### src/rtl/txSchedPkg.sv
package txSchedPkg;
  typedef enum logic [1:0] {
    RES_OK   = 2'b00,
    RES_LARB = 2'b01,
    RES_ERR  = 2'b10,
    RES_ERRX = 2'b11
  } txRes_e;

  typedef struct packed {
    logic   launch;
    logic   finish;
    logic   finAbort;
    txRes_e res;
  } schedStrb_t;
endpackage

### src/rtl/txSchedPick.sv
module txSchedPick #(
  parameter int NUM_BUF = 3,
  parameter int PRI_W   = 2,
  parameter int IDX_W   = 2
) (
  input  logic [NUM_BUF-1:0]            elig,
  input  logic [NUM_BUF-1:0][PRI_W-1:0] pri,
  output logic                          any,
  output logic [IDX_W-1:0]              win
);
  logic [PRI_W-1:0] bestPri;

  always_comb begin
    any     = 1'b0;
    win     = '0;
    bestPri = '0;
    for (int i = 0; i < NUM_BUF; i++) begin
      if (elig[i] && (!any || pri[i] > bestPri)) begin
        any     = 1'b1;
        win     = IDX_W'(i);
        bestPri = pri[i];
      end
    end
  end
endmodule

### src/rtl/txSchedCtrl.sv
module txSchedCtrl
  import txSchedPkg::*;
#(
  parameter int NUM_BUF = 3,
  parameter int PRI_W   = 2,
  parameter int IDX_W   = 2
) (
  input  logic                          clk,
  input  logic                          rstN,
  input  logic [NUM_BUF-1:0]            reqQ,
  input  logic [NUM_BUF-1:0][PRI_W-1:0] priQ,
  input  logic                          abortAllQ,
  input  logic [NUM_BUF-1:0]            reqSetV,
  input  logic [NUM_BUF-1:0]            reqClrV,
  input  logic                          busFree,
  input  logic                          txDone,
  input  logic [1:0]                    txResult,
  output schedStrb_t                    strb,
  output logic [IDX_W-1:0]              actIdx,
  output logic                          active,
  output logic                          txStart
);
  logic [NUM_BUF-1:0] elig;
  logic               anyElig;
  logic [IDX_W-1:0]   pickIdx;
  logic               deferQ;
  logic               clrOnAct;
  logic               setOnAct;

  assign elig = reqQ & ~reqClrV & {NUM_BUF{~abortAllQ}};

  txSchedPick #(.NUM_BUF(NUM_BUF), .PRI_W(PRI_W), .IDX_W(IDX_W)) uPick (
    .elig (elig),
    .pri  (priQ),
    .any  (anyElig),
    .win  (pickIdx)
  );

  always_comb begin
    clrOnAct = 1'b0;
    setOnAct = 1'b0;
    for (int i = 0; i < NUM_BUF; i++) begin
      if (actIdx == IDX_W'(i)) begin
        clrOnAct = reqClrV[i];
        setOnAct = reqSetV[i];
      end
    end
  end

  always_comb begin
    strb.launch   = !active && busFree && anyElig;
    strb.finish   = active && txDone;
    strb.finAbort = deferQ || clrOnAct || abortAllQ;
    strb.res      = txRes_e'(txResult);
  end

  always_ff @(posedge clk or negedge rstN) begin
    if (!rstN) begin
      active  <= 1'b0;
      actIdx  <= '0;
      txStart <= 1'b0;
      deferQ  <= 1'b0;
    end else begin
      txStart <= strb.launch;
      if (strb.launch) begin
        active <= 1'b1;
        actIdx <= pickIdx;
        deferQ <= 1'b0;
      end else if (strb.finish) begin
        active <= 1'b0;
        deferQ <= 1'b0;
      end else if (active) begin
        if (setOnAct)                    deferQ <= 1'b0;
        else if (clrOnAct || abortAllQ)  deferQ <= 1'b1;
      end
    end
  end


  start_free_chk: assert property (@(posedge clk) disable iff (!rstN)
    txStart |-> $past(busFree));


  start_pulse_chk: assert property (@(posedge clk) disable iff (!rstN)
    txStart |=> !txStart);


  start_req_chk: assert property (@(posedge clk) disable iff (!rstN)
    txStart |-> reqQ[actIdx]);
endmodule

### src/rtl/txSchedDp.sv
module txSchedDp
  import txSchedPkg::*;
#(
  parameter int NUM_BUF = 3,
  parameter int PRI_W   = 2,
  parameter int IDX_W   = 2
) (
  input  logic                          clk,
  input  logic                          rstN,
  input  schedStrb_t                    strb,
  input  logic [IDX_W-1:0]              actIdx,
  input  logic                          active,
  input  logic [NUM_BUF-1:0]            reqSetV,
  input  logic [NUM_BUF-1:0]            reqClrV,
  input  logic [NUM_BUF-1:0]            priWrV,
  input  logic [PRI_W-1:0]              priData,
  input  logic [NUM_BUF-1:0]            ieV,
  input  logic                          abortAll,
  output logic [NUM_BUF-1:0]            reqQ,
  output logic [NUM_BUF-1:0]            abtQ,
  output logic [NUM_BUF-1:0]            larbQ,
  output logic [NUM_BUF-1:0]            errQ,
  output logic [NUM_BUF-1:0][PRI_W-1:0] priQ,
  output logic                          abortAllQ,
  output logic [NUM_BUF-1:0]            txIrq
);
  for (genvar gi = 0; gi < NUM_BUF; gi++) begin : gBuf
    logic isAct;
    logic reqR, abtR, larbR, errR, irqR;
    logic reqN, abtN, larbN, errN, irqN;
    logic [PRI_W-1:0] priR;

    assign isAct = active && (actIdx == IDX_W'(gi));

    always_comb begin
      reqN  = reqR;
      abtN  = abtR;
      larbN = larbR;
      errN  = errR;
      irqN  = 1'b0;
      if (strb.finish && isAct) begin
        if (strb.res == RES_OK) begin
          reqN = 1'b0;
          irqN = ieV[gi];
        end else begin
          if (strb.res == RES_LARB) larbN = 1'b1;
          else                      errN  = 1'b1;
          if (strb.finAbort) begin
            reqN = 1'b0;
            abtN = 1'b1;
          end
        end
      end else if (reqR && !isAct && (reqClrV[gi] || abortAllQ)) begin
        reqN = 1'b0;
        abtN = 1'b1;
      end
      if (reqSetV[gi]) begin
        reqN  = 1'b1;
        abtN  = 1'b0;
        larbN = 1'b0;
        errN  = 1'b0;
      end
    end

    always_ff @(posedge clk or negedge rstN) begin
      if (!rstN) begin
        reqR  <= 1'b0;
        abtR  <= 1'b0;
        larbR <= 1'b0;
        errR  <= 1'b0;
        irqR  <= 1'b0;
        priR  <= '0;
      end else begin
        reqR  <= reqN;
        abtR  <= abtN;
        larbR <= larbN;
        errR  <= errN;
        irqR  <= irqN;
        if (priWrV[gi]) priR <= priData;
      end
    end

    assign reqQ[gi]  = reqR;
    assign abtQ[gi]  = abtR;
    assign larbQ[gi] = larbR;
    assign errQ[gi]  = errR;
    assign txIrq[gi] = irqR;
    assign priQ[gi]  = priR;
  end

  always_ff @(posedge clk or negedge rstN) begin
    if (!rstN)              abortAllQ <= 1'b0;
    else if (abortAll)      abortAllQ <= 1'b1;
    else if (reqQ == '0)    abortAllQ <= 1'b0;
  end


  abort_excl_chk: assert property (@(posedge clk) disable iff (!rstN)
    (reqQ & abtQ) == '0);


  fail_noirq_chk: assert property (@(posedge clk) disable iff (!rstN)
    (strb.finish && strb.res != RES_OK) |=> (txIrq == '0));


  cancel_clear_chk: assert property (@(posedge clk) disable iff (!rstN)
    (abortAllQ && reqQ == '0 && !abortAll) |=> !abortAllQ);


  irq_single_chk: assert property (@(posedge clk) disable iff (!rstN)
    $onehot0(txIrq));
endmodule

### src/rtl/txSched.sv
module txSched
  import txSchedPkg::*;
#(
  parameter int NUM_BUF = 3,
  parameter int PRI_W   = 2,
  localparam int IDX_W  = (NUM_BUF > 1) ? $clog2(NUM_BUF) : 1
) (
  input  logic               clk,
  input  logic               rstN,
  input  logic [NUM_BUF-1:0] reqSetV,
  input  logic [NUM_BUF-1:0] reqClrV,
  input  logic [NUM_BUF-1:0] priWrV,
  input  logic [PRI_W-1:0]   priData,
  input  logic [NUM_BUF-1:0] ieV,
  input  logic               abortAll,
  input  logic               busFree,
  input  logic               txDone,
  input  logic [1:0]         txResult,
  output logic               txStart,
  output logic [IDX_W-1:0]   txIdx,
  output logic [NUM_BUF-1:0] reqQ,
  output logic [NUM_BUF-1:0] abtQ,
  output logic [NUM_BUF-1:0] larbQ,
  output logic [NUM_BUF-1:0] errQ,
  output logic               abortAllQ,
  output logic [NUM_BUF-1:0] txIrq
);
  schedStrb_t                    strb;
  logic                          active;
  logic [NUM_BUF-1:0][PRI_W-1:0] priQ;

  txSchedCtrl #(.NUM_BUF(NUM_BUF), .PRI_W(PRI_W), .IDX_W(IDX_W)) uCtrl (
    .clk       (clk),
    .rstN      (rstN),
    .reqQ      (reqQ),
    .priQ      (priQ),
    .abortAllQ (abortAllQ),
    .reqSetV   (reqSetV),
    .reqClrV   (reqClrV),
    .busFree   (busFree),
    .txDone    (txDone),
    .txResult  (txResult),
    .strb      (strb),
    .actIdx    (txIdx),
    .active    (active),
    .txStart   (txStart)
  );

  txSchedDp #(.NUM_BUF(NUM_BUF), .PRI_W(PRI_W), .IDX_W(IDX_W)) uDp (
    .clk       (clk),
    .rstN      (rstN),
    .strb      (strb),
    .actIdx    (txIdx),
    .active    (active),
    .reqSetV   (reqSetV),
    .reqClrV   (reqClrV),
    .priWrV    (priWrV),
    .priData   (priData),
    .ieV       (ieV),
    .abortAll  (abortAll),
    .reqQ      (reqQ),
    .abtQ      (abtQ),
    .larbQ     (larbQ),
    .errQ      (errQ),
    .priQ      (priQ),
    .abortAllQ (abortAllQ),
    .txIrq     (txIrq)
  );
endmodule

### config.mk
export PLATFORM = sky130hd
export DESIGN_NAME = txSched
export DESIGN_NICKNAME = d
export VERILOG_FILES = /design/src/rtl/txSchedPkg.sv /design/src/rtl/txSchedPick.sv /design/src/rtl/txSchedCtrl.sv /design/src/rtl/txSchedDp.sv /design/src/rtl/txSched.sv
export SDC_FILE = /design/constraint.sdc
export NUM_CORES = 1
export LEC_CHECK = 0
export CORE_UTILIZATION = 43
export DETAILED_ROUTE_END_ITERATION = 10
export PLACE_DENSITY = 0.76
export SYNTH_ARGS = -nofsm -noshare
export SYNTH_HDL_FRONTEND = slang
export SYNTH_SLANG_ARGS = --single-unit
### constraint.sdc
create_clock -name clk -period 2.8 [get_ports clk]
set_clock_uncertainty 0.2 [all_clocks]
set_input_delay 0.42 -clock clk [delete_from_list [all_inputs] [get_ports clk]]
set_output_delay 0.42 -clock clk [all_outputs]
set_load 0.005 [all_outputs]
==> impl_metrics.csv <==
group,metric,value,unit
power_and_ir_drop,clkPwrFrac,0.226,
sta,setup_viol,2,
critical_path,cp_slowest_stage_delay,0.45,ns
detailed_routing,drc,0,
power_and_ir_drop,power_leakage,0.000810,uW
detailed_routing,drt_iter0_drc,32,
critical_path,critPathSlowestCell,"dfrtp_1",
yosys,synth_cells,149,
min_path,hold_path.class,"input pin to async pin",
clock_network,clock-root-buffer,"clkbuf_4",
critical_path,r2r_start,"uDp.abortAllQ",
placement,hpwl,2430,um
critical_path,reg2reg_depth,12,
yosys,yosysTopAreaCell,"dfrtp_1",
yosys,ys_warn_count,0,
placement,placed_cell_area,1880,um2
detailed_routing,first_pass_iters,4,
grt,overflow,0,
critical_path,r2r_setup_slack,-0.14,ns
grt,track_usage,0.195,
sta,hold_violations,0,
floorplanning,start_util,0.447,
critical_path,critical_path.startpoint,"uDp.abortAllQ",
detailed_routing,detail-route-antenna-nets,0,
cells_and_area,drive_gt1_frac,0.186,
clock_network,clk_pin_slew,0.15,ns
run_status,status,"finished with violations",
sta,layout_setup_ws,-0.144,ns
cells_and_area,fin_area,1970,um2
cells_and_area,multiInputGateArea,719,um2
power_and_ir_drop,p_seq_frac,0.570,
clock_network,clk_path_buf_depth,2,
sta,maxSlewHeadroom,0.672,
clock_network,insertion_delay,0.33,ns
yosys,synth_top_area_frac,0.453,
detailed_routing,wl_per_cell,14.1,um
detailed_routing,vias,1162,
cells_and_area,num_antenna_cells,0,
clock_network,numCtsBuffers,3,
critical_path,end_kind,"register",
clock_network,cts.sinks,27,
yosys,synth_area_leaders,"dfrtp_1 45%, buf_4 8.1%, mux2_2 4.5%",
critical_path,critPathCapture,"uCtrl.actIdx[1]",
detailed_routing,viasPerCell,5.07,
yosys,synth_cell_types,40,
cells_and_area,syn2layout_area_growth,31.8,%
critical_path,criticalPathCategory,"register to register",
grt,grt_pass1_wl,5250,um
yosys,ys.flop_type,"dfrtp_1",
sta,fmax,0.340,GHz
power_and_ir_drop,p_per_area,389,nW/um2
cells_and_area,fin_util,0.589,
power_and_ir_drop,p_int,558,uW
placement,numPortBuffers,39,
floorplanning,die-height,60.9,um
placement,gp_congestion,0.776,
critical_path,worstPathArrival,2.98,ns
yosys,synth_seq_area_share,0.453,
grt,grt_max_degree,28,
detailed_routing,finalWirelength,3220,um
critical_path,critPathBufInv,0,
power_and_ir_drop,p_sw_frac,0.272,
yosys,synth-edff-count,0,
critical_path,crit_path_max_fanout,3,
power_and_ir_drop,p_comb_frac,0.204,
critical_path,path_delay_family,"compound AO/OA/AOI/OAI gates",
yosys,synth_async_sr_flop_share,1.00,
cells_and_area,nets,209,
yosys,syn-num-nets,174,
cells_and_area,layout_common_cells,"38 x clkdlybuf4s50_1, 27 x dfrtp_1, 12 x nor2_1",
grt,grt_antenna_before_repair,0,
cells_and_area,seqCellArea,676,um2
sta,finalCritPeriodShare,1.05,
sta,worstMarginPinSlew,0.488,ns
power_and_ir_drop,switchingPower,208,uW
grt,grt_pass1_vias,1115,
cells_and_area,final_common_cell,"clkdlybuf4s50_1",
yosys,synth-seq-cells,27,
critical_path,cp_num_cells,12,
yosys,synth.avg_cell_area,10.0,um2
power_and_ir_drop,ir_worst_vdd,0.281,mV
flow_run,max_cap_violations,0,
floorplanning,dieWidth,60.9,um
critical_path,start_kind,"register",
critical_path,crit_top_cell,"ha_4",
sta,maxSlewViolCount,0,
floorplanning,pin_count,40,
cells_and_area,fillers,282,
critical_path,reg2reg_to,"uCtrl.actIdx[1]",
floorplanning,die_area,3710,um2
critical_path,cp_cell_sequence,"nor2_4, nand3_4, ha_4, nor2b_1, o21ai_1, a21o_1, mux2_4, ha_4, nor2b_4, a2bb2oi_1, o31a_1, mux2_2",
floorplanning,core_area,3340,um2
sta,rsz0062_at_grt,"true",
yosys,netlist_area,1490,um2
clock_network,htreeDepth,1,
critical_path,required,2.83,ns
run_status,violations,"negative setup slack",
clock_network,cts_tree,"yes",
sta,finalCriticalPeriod,2.94,ns
floorplanning,fp-row-count,21,
clock_network,ctsHoldBuffers,0,
-- synthesized netlist by cell type, types with 4 or more instances --
| master | count |
|---|---|
| mux2_2 | 6 |
| nand3_1 | 4 |
| nor3b_1 | 4 |
| nor2b_1 | 5 |
| o21ai_0 | 10 |
| inv_1 | 7 |
| nand2_1 | 8 |
| dfrtp_1 | 27 |
| ha_1 | 4 |
| buf_4 | 16 |
| nor2_1 | 13 |
| a21oi_1 | 8 |
-- cell families after synthesis --
| kind of cell | Yosys count | share of synthesized area |
|---|---|---|
| AND/OR/NAND/NOR | 51 | 0.195 |
| flip-flops | 27 | 0.453 |
| adder cells (fa/ha/maj) | 4 | 0.0336 |
| AO/OA/AOI/OAI | 34 | 0.151 |
| multiplexers | 8 | 0.0587 |
| buffers and inverters | 25 | 0.109 |
-- worst reg2reg max path: stages (launching register included) --
cell       delay [ns]
dfrtp_1          0.45
nor2_4           0.13
nand3_4          0.09
ha_4             0.24
nor2b_1          0.12
o21ai_1          0.11
a21o_1           0.19
mux2_4           0.33
ha_4             0.22
nor2b_4          0.12
a2bb2oi_1        0.12
o31a_1           0.26
mux2_2           0.27
-- how the worst min path moves through the flow --
stage / start / slack (ns) / end / cells after the start
2_1_floorplan: rstN / -0.08 / uCtrl.actIdx[0] / 0
3_3_place_gp: uDp.gBuf[1].larbR / 0.28 / uDp.gBuf[1].larbR / 2
3_5_place_dp: uDp.gBuf[2].errR / 0.29 / uDp.gBuf[2].errR / 2
4_1_cts: rstN / 0.24 / uDp.gBuf[2].irqR / 2
5_1_grt: rstN / 0.26 / uDp.gBuf[2].irqR / 2
6_report: rstN / 0.24 / uCtrl.deferQ / 2
-- power by group through the flow --
stage | logic (uW) | registers (uW) | clock network, uW
finish | 156 | 436 | 173
global route | 172 | 440 | 195
CTS | 157 | 435 | 182
detailed placement | 149 | 441 | 0
global placement | 145 | 440 | 0
floorplan | 78.0 | 435 | 0
-- through the flow --
stage	TNS (ns)	hold WS [ns]	cells	power, uW	setup WS, ns
floorplan	-0.188	-0.0756	149	513	-0.149
global placement	-1.06	0.284	223	586	-0.577
detailed placement	-1.30	0.289	223	590	-0.697
CTS	-0.235	0.242	229	774	-0.139
global route	-0.414	0.259	229	807	-0.218
finish	-0.231	0.243	229	765	-0.144
-- layout make-up --
| cell class | instances | share of cell area |
|---|---|---|
| multi-input combinational | 97 | 0.366 |
| sequential | 27 | 0.344 |
| timing repair buffer | 48 | 0.232 |
| tap | 46 | 0.0293 |
| inverter | 7 | 0.0134 |
| clock buffer | 3 | 0.0115 |
| clock inverter | 1 | 0.00382 |
-- repair_timing --
item                       4_1_cts  5_1_grt
pin swaps                        2        1
setup buffers                    2        0
gates resized for setup          5        1
setup endpoints to repair        2        2
gates cloned                     0        0
-- sequential cells by signal (all words and copies together), names as in the netlist --
| signal | cells |
|---|---|
| uDp.gBuf.errR | 3 |
| uDp.gBuf.abtR | 3 |
| uDp.gBuf.reqR | 3 |
| uDp.gBuf.irqR | 3 |
| uDp.abortAllQ | 1 |
| uDp.gBuf.larbR | 3 |
| uCtrl.txStart | 1 |
| uCtrl.active | 1 |
| uCtrl.actIdx | 2 |
| uDp.gBuf.priR | 6 |
| uCtrl.deferQ | 1 |
-- routing by layer --
metal / up-vias / global-route usage / routed length [um]
met5: - / 0 / 0
met4: 0 / 0.0714 / 44
met3: 4 / 0.0235 / 70
met2: 16 / 0.323 / 1630
met1: 559 / 0.265 / 1480
li1: 583 / - / -
(Power assumes the default switching activity.)
